[src/rtl/bin2dec_pkg.sv]
package bin2dec_pkg;

  typedef logic [3:0] bcd_t;

  typedef struct packed {
    bcd_t digit;
    logic carry;
  } dbl_res_t;

  // Double a digit and add the carry from below, then subtract ten when possible.
  function automatic dbl_res_t dbl_sub10(input bcd_t d, input logic cin);
    logic [4:0] twice;
    dbl_res_t   r;
    twice = {d, cin};
    if (twice >= 5'd10) begin
      r.digit = bcd_t'(twice - 5'd10);
      r.carry = 1'b1;
    end else begin
      r.digit = twice[3:0];
      r.carry = 1'b0;
    end
    return r;
  endfunction

  // Inject the outgoing input bit into the least significant digit.
  function automatic bcd_t inject_bit(input bcd_t d, input logic b);
    return d + bcd_t'(b);
  endfunction

  function automatic logic [7:0] to_char(input bcd_t d);
    return 8'h30 + {4'h0, d};
  endfunction

endpackage

[src/rtl/bin2dec_digit_cell.sv]
module bin2dec_digit_cell
  import bin2dec_pkg::*;
(
  input  bcd_t dig_i,
  input  logic cy_i,
  output bcd_t dig_o,
  output logic cy_o
);
  dbl_res_t res;
  assign res   = dbl_sub10(dig_i, cy_i);
  assign dig_o = res.digit;
  assign cy_o  = res.carry;
endmodule

[src/rtl/bin2dec_lead_scan.sv]
module bin2dec_lead_scan #(
  parameter int NUM_DIG = 4,
  localparam int IDX_W  = (NUM_DIG > 1) ? $clog2(NUM_DIG) : 1
) (
  input  logic [4*NUM_DIG-1:0] digits_i,
  output logic [IDX_W-1:0]     idx_o
);
  // Scan from the most significant digit down; the units digit is the fallback.
  always_comb begin
    logic found;
    found = 1'b0;
    idx_o = IDX_W'(NUM_DIG - 1);
    for (int k = 0; k < NUM_DIG - 1; k++) begin
      if (!found && digits_i[4*(NUM_DIG-1-k) +: 4] != 4'd0) begin
        idx_o = IDX_W'(k);
        found = 1'b1;
      end
    end
  end
endmodule

[src/rtl/bin2dec_seq.sv]
module bin2dec_seq
  import bin2dec_pkg::*;
#(
  parameter int IN_W     = 12,
  parameter int NUM_DIG  = 4,
  parameter bit ASCII_EN = 1'b1,
  localparam int IDX_W   = (NUM_DIG > 1) ? $clog2(NUM_DIG) : 1
) (
  input  logic                 clk,
  input  logic                 rst_n,
  input  logic                 start_i,
  input  logic [IN_W-1:0]      value_i,
  output logic                 busy_o,
  output logic                 done_o,
  output logic [4*NUM_DIG-1:0] digits_o,
  output logic [IDX_W-1:0]     first_idx_o,
  output logic [8*NUM_DIG-1:0] ascii_o
);
  localparam int CNT_W = $clog2(IN_W + 1);

  bcd_t [NUM_DIG-1:0] dig_q;
  bcd_t [NUM_DIG-1:0] dig_pass;
  logic [NUM_DIG:0]   carry;
  logic [IN_W-1:0]    sh_q;
  logic [CNT_W-1:0]   cnt_q;
  logic               busy_q;
  logic               done_q;

  // Named internal events for the checker.
  logic accept_w;
  logic step_w;
  logic last_w;
  logic msb_w;
  logic top_carry_w;

  assign accept_w    = start_i & ~busy_q;
  assign step_w      = busy_q;
  assign last_w      = busy_q && (cnt_q == CNT_W'(IN_W - 1));
  assign msb_w       = sh_q[IN_W-1];
  assign carry[0]    = 1'b0;
  assign top_carry_w = carry[NUM_DIG];

  for (genvar i = 0; i < NUM_DIG; i++) begin : g_cell
    bin2dec_digit_cell u_cell (
      .dig_i (dig_q[i]),
      .cy_i  (carry[i]),
      .dig_o (dig_pass[i]),
      .cy_o  (carry[i+1])
    );
  end

  always_ff @(posedge clk or negedge rst_n) begin
    if (!rst_n) begin
      dig_q  <= '0;
      sh_q   <= '0;
      cnt_q  <= '0;
      busy_q <= 1'b0;
      done_q <= 1'b0;
    end else begin
      done_q <= 1'b0;
      if (accept_w) begin
        dig_q  <= '0;
        sh_q   <= value_i;
        cnt_q  <= '0;
        busy_q <= 1'b1;
      end else if (step_w) begin
        for (int j = 1; j < NUM_DIG; j++) dig_q[j] <= dig_pass[j];
        dig_q[0] <= inject_bit(dig_pass[0], msb_w);
        sh_q     <= sh_q << 1;
        cnt_q    <= cnt_q + CNT_W'(1);
        if (last_w) begin
          busy_q <= 1'b0;
          done_q <= 1'b1;
        end
      end
    end
  end

  assign busy_o   = busy_q;
  assign done_o   = done_q;
  assign digits_o = dig_q;

  bin2dec_lead_scan #(.NUM_DIG(NUM_DIG)) u_scan (
    .digits_i (digits_o),
    .idx_o    (first_idx_o)
  );

  if (ASCII_EN) begin : g_ascii
    for (genvar a = 0; a < NUM_DIG; a++) begin : g_chr
      assign ascii_o[8*a +: 8] = to_char(dig_q[a]);
    end
  end else begin : g_no_ascii
    assign ascii_o = '0;
  end

endmodule

[config.mk]
export PLATFORM = sky130hd
export DESIGN_NAME = bin2dec_seq
export DESIGN_NICKNAME = d
export VERILOG_FILES = /design/src/rtl/bin2dec_pkg.sv /design/src/rtl/bin2dec_digit_cell.sv /design/src/rtl/bin2dec_lead_scan.sv /design/src/rtl/bin2dec_seq.sv
export SDC_FILE = /design/constraint.sdc
export NUM_CORES = 1
export LEC_CHECK = 0
export ABC_CLOCK_PERIOD_IN_PS = 5100
export BUFFER_PORTS_ARGS = -buffer_cell sky130_fd_sc_hd__buf_2
export CAP_MARGIN = 40
export CORE_MARGIN = 1.5
export CORE_UTILIZATION = 54
export DETAILED_ROUTE_END_ITERATION = 12
export GPL_ROUTABILITY_DRIVEN = 1
export PLACE_DENSITY = 0.92
export SLEW_MARGIN = 20
export SYNTH_ARGS = -nofsm -noshare
export SYNTH_HDL_FRONTEND = slang
export SYNTH_SLANG_ARGS = --single-unit
export TNS_END_PERCENT = 30
[constraint.sdc]
create_clock -name clk -period 5.1 [get_ports clk]
set_input_delay 0.51 -clock clk [delete_from_list [all_inputs] [get_ports clk]]
set_output_delay 0.51 -clock clk [all_outputs]
set_load 0.02 [all_outputs]
# [Yosys cells after proc, flatten, opt, wreduce, memory -nomap -nowiden]
# Cells that the tools add are included.
[classes] n_bitwise=2 n_eq_ne=1 magnitude_cmp=4 n_mux=21 reduce_logical=9 addsub=10
[ops] cell="16-bit 2-to-1 mux" count=2
[ops] cell="6-bit by 4-bit adder with 7-bit output (first input constant)" count=4
[ops] cell="12-bit 2-to-1 mux" count=2
[ops] cell="5-bit by 4-bit greater-or-equal comparator with 1-bit output (second input constant)" count=4
[ops] cell="5-bit 2-to-1 mux" count=4
[ops] cell="4-bit subtractor (second input constant)" count=4
[ops] cell="4-bit nonzero test" count=3
[ops] cell="1-bit 2-to-1 mux" count=8
[ops] cell="4-bit 2-to-1 mux" count=2
[ops] cell="2-bit 2-to-1 mux" count=3
[ops] cell="4-bit by 1-bit adder with 4-bit output" count=1
[ops] cell="4-bit by 1-bit adder with 4-bit output (second input constant)" count=1
[ops] cell="4-bit equality test (second input constant)" count=1
[ops] cell="1-bit logical AND" count=3
[ops] cell="1-bit logical NOT" count=2
[ops] cell="2-bit nonzero test" count=1
[ops] cell="1-bit AND" count=1
[ops] cell="1-bit inverter" count=1
[word_totals] in_bits=15 out_inout_bits=52 regBits=34

# [Logic depth before layout (Yosys ltp)]
[logic_depth] word_depth=10 mapped_depth=6 mapped_depth_nobuf=6

# [Modules after synthesis]
# Synthesis repeated with hierarchy kept, for this count alone.
[unflattened] cells_unflattened=233 hier_area_um2=2245.9
[modules_own_cells] mod="bin2dec_seq" cells_each=148 instances=1 seq_area_each_um2=850.8 area_per_inst_um2=1694.1
[modules_own_cells] mod="bin2dec_digit_cell" cells_each=20 instances=4 seq_area_each_um2=0.0 area_per_inst_um2=128.9
[modules_own_cells] mod="bin2dec_lead_scan" cells_each=5 instances=1 seq_area_each_um2=0.0 area_per_inst_um2=36.3

# [Worst setup path before layout]
# Ideal clock, no wire load.
[synth_timing] path_type="register to output" start="reg dig_q, in the netlist digits_o[4]" end="out first_idx_o[0]" setup_slack_ps=2792 required_ps=4590 stages_incl_launch_ff=6 arrival_ps=1798 cell_sequence="dfrtp_1 inv_1 ha_1 inv_1 or3_2 a211oi_1"
[synth_via] elab_chain_len=3
[synth_lines] item="start, declared" line_no="bin2dec_seq.sv:21" source="bcd_t [NUM_DIG-1:0] dig_q;"
[synth_lines] item="4-bit nonzero test" line_no="bin2dec_lead_scan.sv:14" source="if (!found && digits_i[4*(NUM_DIG-1-k) +: 4] != 4'd0) begin"
[synth_lines] item="1-bit logical AND" line_no="bin2dec_lead_scan.sv:14"
[synth_lines] item="2-bit 2-to-1 mux" line_no="bin2dec_lead_scan.sv:14"
[synth_lines] item="end, declared" line_no="bin2dec_seq.sv:16" source="output logic [IDX_W-1:0] first_idx_o,"
# Every way passes these cells.

# [Worst setup path in the final report]
# Ends and elaborated chain as after synthesis.

==> results.md <==
- Status: finished clean
- Worst slew pin tran: between 700 and 800 ps
- DP Area: roughly 2100 µm²
- Setup bufs post-CTS: 0
- Pre-CTS setup slack: about 3000 ps
- Max Root-Sink Buffers: 2
- Leak: 1.139 nW
- Maximum vdd drop: ~0.28 mV
- Vias in the first global route: about 1400
- Global-route wire length before repair: between 6000 and 7000 µm
- Post-CTS Resized: 0
- Fraction of layout cells with a size suffix above 1: about a quarter
- Post-Syn Area: ~2000 µm²
- Crit path arrival time: 1930 ps
- Top delay family on crit path: flip-flops
- Cell area after layout: between 2000 and 2500 µm²
- RSZ-0062 raised after global routing: no
- Initial Util: 58.12%
- Dpl hpwl: 2688 µm
- Skew final: around 4.5 ps
- Grt total ovfl: 0
- Inst Count DP: 283
- Critical path's largest stage delay: around 450 ps
- Post-synthesis async set-or-reset flop share: 100.0%
- Drt initial violations: roughly 120
- Seq/Total Area, Yosys: a little over two fifths
- Critical Path Sink Type: output pin
- Crit path max-delay cell type: dfrtp_1
- Largest net degree at the start of global routing: 36
- Most frequent CP cell: inv_1
- Synthesized instance count: about 210
- Final nets: approximately 270
- Flop pwr share: 33.7%
- CTS tree: done
- PnR worst setup slack: 2660 ps
- CP cell instances: inv_1 > ha_1 > inv_1 > or3_2 > a211oi_1 > buf_2
- Layout area overhead: 10.44%
- Crit Reg-Reg Endpoint: digits_o[13]$_DFFE_PN0P_
- R2r startpoint: digits_o[0]$_DFFE_PN0P_
- Crit Path Max Fanout: 7
- Num CTS Buffers: 5
- Crit Path Category: flip-flop to output pin
- Period utilization: about 48%
- Peak Freq: between 400 and 500 MHz
- Termination of the worst setup path: first_idx_o[0]
- Number of cells on the critical path: 6
- Max-cap viol count: 0
- Final setup fails: 0
- Die height: roughly 64 µm
- Syn avg cell area: around 9.5 µm²
- CP required: between 4000 and 5000 ps
- Number of enable flip-flop cells after synthesis: 0
- Yosys warns: 0
- Reg2reg path depth: 5
- Most common cell after layout, fill and taps aside: buf_2
- Final GP Congestion: 0.8413
- CP startpoint: digits_o[4]$_DFFE_PN0P_
- PwrDens: just over 700 nW/µm²
- R2R setup slack: approximately 3200 ps
- Crit path buffers/inverters: 3
- Worst skew pair latency: 290 ps
- Slew Limit Headroom: about half
- Total power: 0.001570 W
- Comb pwr share: around half
- Root buffer selected by CTS: clkbuf_8
- CTS H-tree lvls: 2
- CTS sink count: 34
- Row count: 21
- Setup_tns: 0 ps
- Commonest non-fill, non-tap cells in the layout: buf_2, dfrtp_1, nand2_1, o21ai_0, conb_1
- Power Internal: between 0.0008 and 0.0009 W
- Netlist cell types: 39
- Clk pwr share: between 10% and 20%
- Routed wire length per instance: ~13 µm
- Final Hold Viols: 0
- Post-Layout Cell Count: a little under 300
- Crit path time final: 2440 ps
- All-Layer GR Usage: between 10% and 20%
- Crit path launch type: flip-flop
- Sw frac: 45.46%
- Vias: around 1500
- Pre-Repair DR Iteration Count: 4
- Initial antenna violation count: 0
- Remaining DRCs: 0
- Switching power: between 0.0007 and 0.0008 W
- Hold buffer count at cts: 0
- Core area: approximately 3400 µm²
- DRT Wirelength: ~3800 µm
- I/O pin cnt: 67
- Ant diodes: 0
- Port bufs: 50
- Hold Path Class: input port to asynchronous set/reset pin
- Yosys reg bits: 34
- Die X: between 60 and 70 µm
- Max Slew Vio Count: 0
- Worst-path clk slew: roughly 70 ps
- Synth Flop Type: dfrtp_1
- Antenna-violating nets left: 0
- Vias/cell: between 5 and 6
- Full die area: slightly above 4000 µm²
-- per-stage QoR --
stage | hold WS (ps) | util [%]
2_1_floorplan | 214.4 | -
3_3_place_gp | 463.9 | 60.89
3_5_place_dp | 467.7 | 61.11
4_1_cts | 306.1 | 64.19
5_1_grt | 344.1 | 64.19
6_report | 284.3 | 64.19
-- routing by layer --
layer	routed length, µm	GRT usage (%)	vias to the layer above
met2	1778	32.42	58
met4	77	10.60	0
met3	211	3.697	5
met1	1735	25.17	724
met5	0	0	-
li1	-	-	748
-- kinds of logic after synthesis --
| family | count (synthesis) | share of synthesized area (%) |
|---|---|---|
| AO/OA/AOI/OAI | 52 | 17.14 |
| XOR/XNOR | 3 | 1.314 |
| adder cells (fa/ha/maj) | 7 | 4.378 |
| buffers and inverters | 52 | 15.88 |
| flip-flops | 34 | 42.53 |
| multiplexers | 13 | 6.504 |
| other | 2 | 0.3754 |
| AND/OR/NAND/NOR | 48 | 11.88 |
-- flip-flops by register name, summed over array words and instances (netlist names) --
register  cells
digits_o     16
sh_q         12
cnt_q         4
busy_o        1
done_o        1
-- how the worst min path moves through the flow --
| stage | slack (ps) | end | depth (start not counted) | start |
|---|---|---|---|---|
| after floorplan | 210 | busy_o$_DFF_PN0_ | 0 | rst_n |
| after global placement | 460 | sh_q[2]$_DFFE_PN0P_ | 2 | sh_q[1]$_DFFE_PN0P_ |
| after detailed placement | 470 | sh_q[1]$_DFFE_PN0P_ | 2 | sh_q[0]$_DFFE_PN0P_ |
| after CTS | 310 | digits_o[13]$_DFFE_PN0P_ | 1 | rst_n |
| after global routing | 340 | digits_o[13]$_DFFE_PN0P_ | 1 | rst_n |
| final | 280 | digits_o[13]$_DFFE_PN0P_ | 1 | rst_n |
-- worst register-to-register path, delay by kind of cell (launching register included) --
| kind | cells | cell delay [ps] |
|---|---|---|
| flip-flops | 1 | 450 |
| adder cells (fa/ha/maj) | 1 | 230 |
| AO/OA/AOI/OAI | 3 | 910 |
| AND/OR/NAND/NOR | 1 | 160 |
-- power by group through the flow --
stage | Sequential, W | Combinational [W] | Clock, W
after floorplan | 0.000579 | 0.000601 | 0
after global placement | 0.000524 | 0.000775 | 0
after detailed placement | 0.000530 | 0.000806 | 0
after CTS | 0.000527 | 0.000808 | 0.000245
after global routing | 0.000550 | 0.000892 | 0.000256
final | 0.000529 | 0.000801 | 0.000240
-- cell usage after synthesis (all sizes together) (2+ instances only) --
cell type	number	area, µm²
xnor2	2	17.52
o311ai	2	17.52
nor3	3	15.01
buf	34	250.2
dfrtp	34	850.8
a31oi	2	12.51
nor3b	4	30.03
nand3	5	25.02
mux2i	13	130.1
clkbuf	6	22.52
ha	7	87.58
conb	2	7.510
nor2	5	18.77
a21oi	8	43.79
nand2b	2	12.51
a21o	3	22.52
nand2	23	86.33
a211oi	2	20.02
o21ai	23	115.1
inv	12	45.04
a22o	4	35.03
-- area by class of cell --
type | instances | area (µm²)
well taps | 46 | 57.56
inverters | 12 | 45.04
clock inverters | 1 | 30.03
clock buffers | 7 | 76.32
flip-flops and latches | 34 | 850.8
fillers | 270 | 1232
multi-input cells | 139 | 884.6
repair buffers | 52 | 265.3
Note: power is estimated with default switching activity, not from simulation.
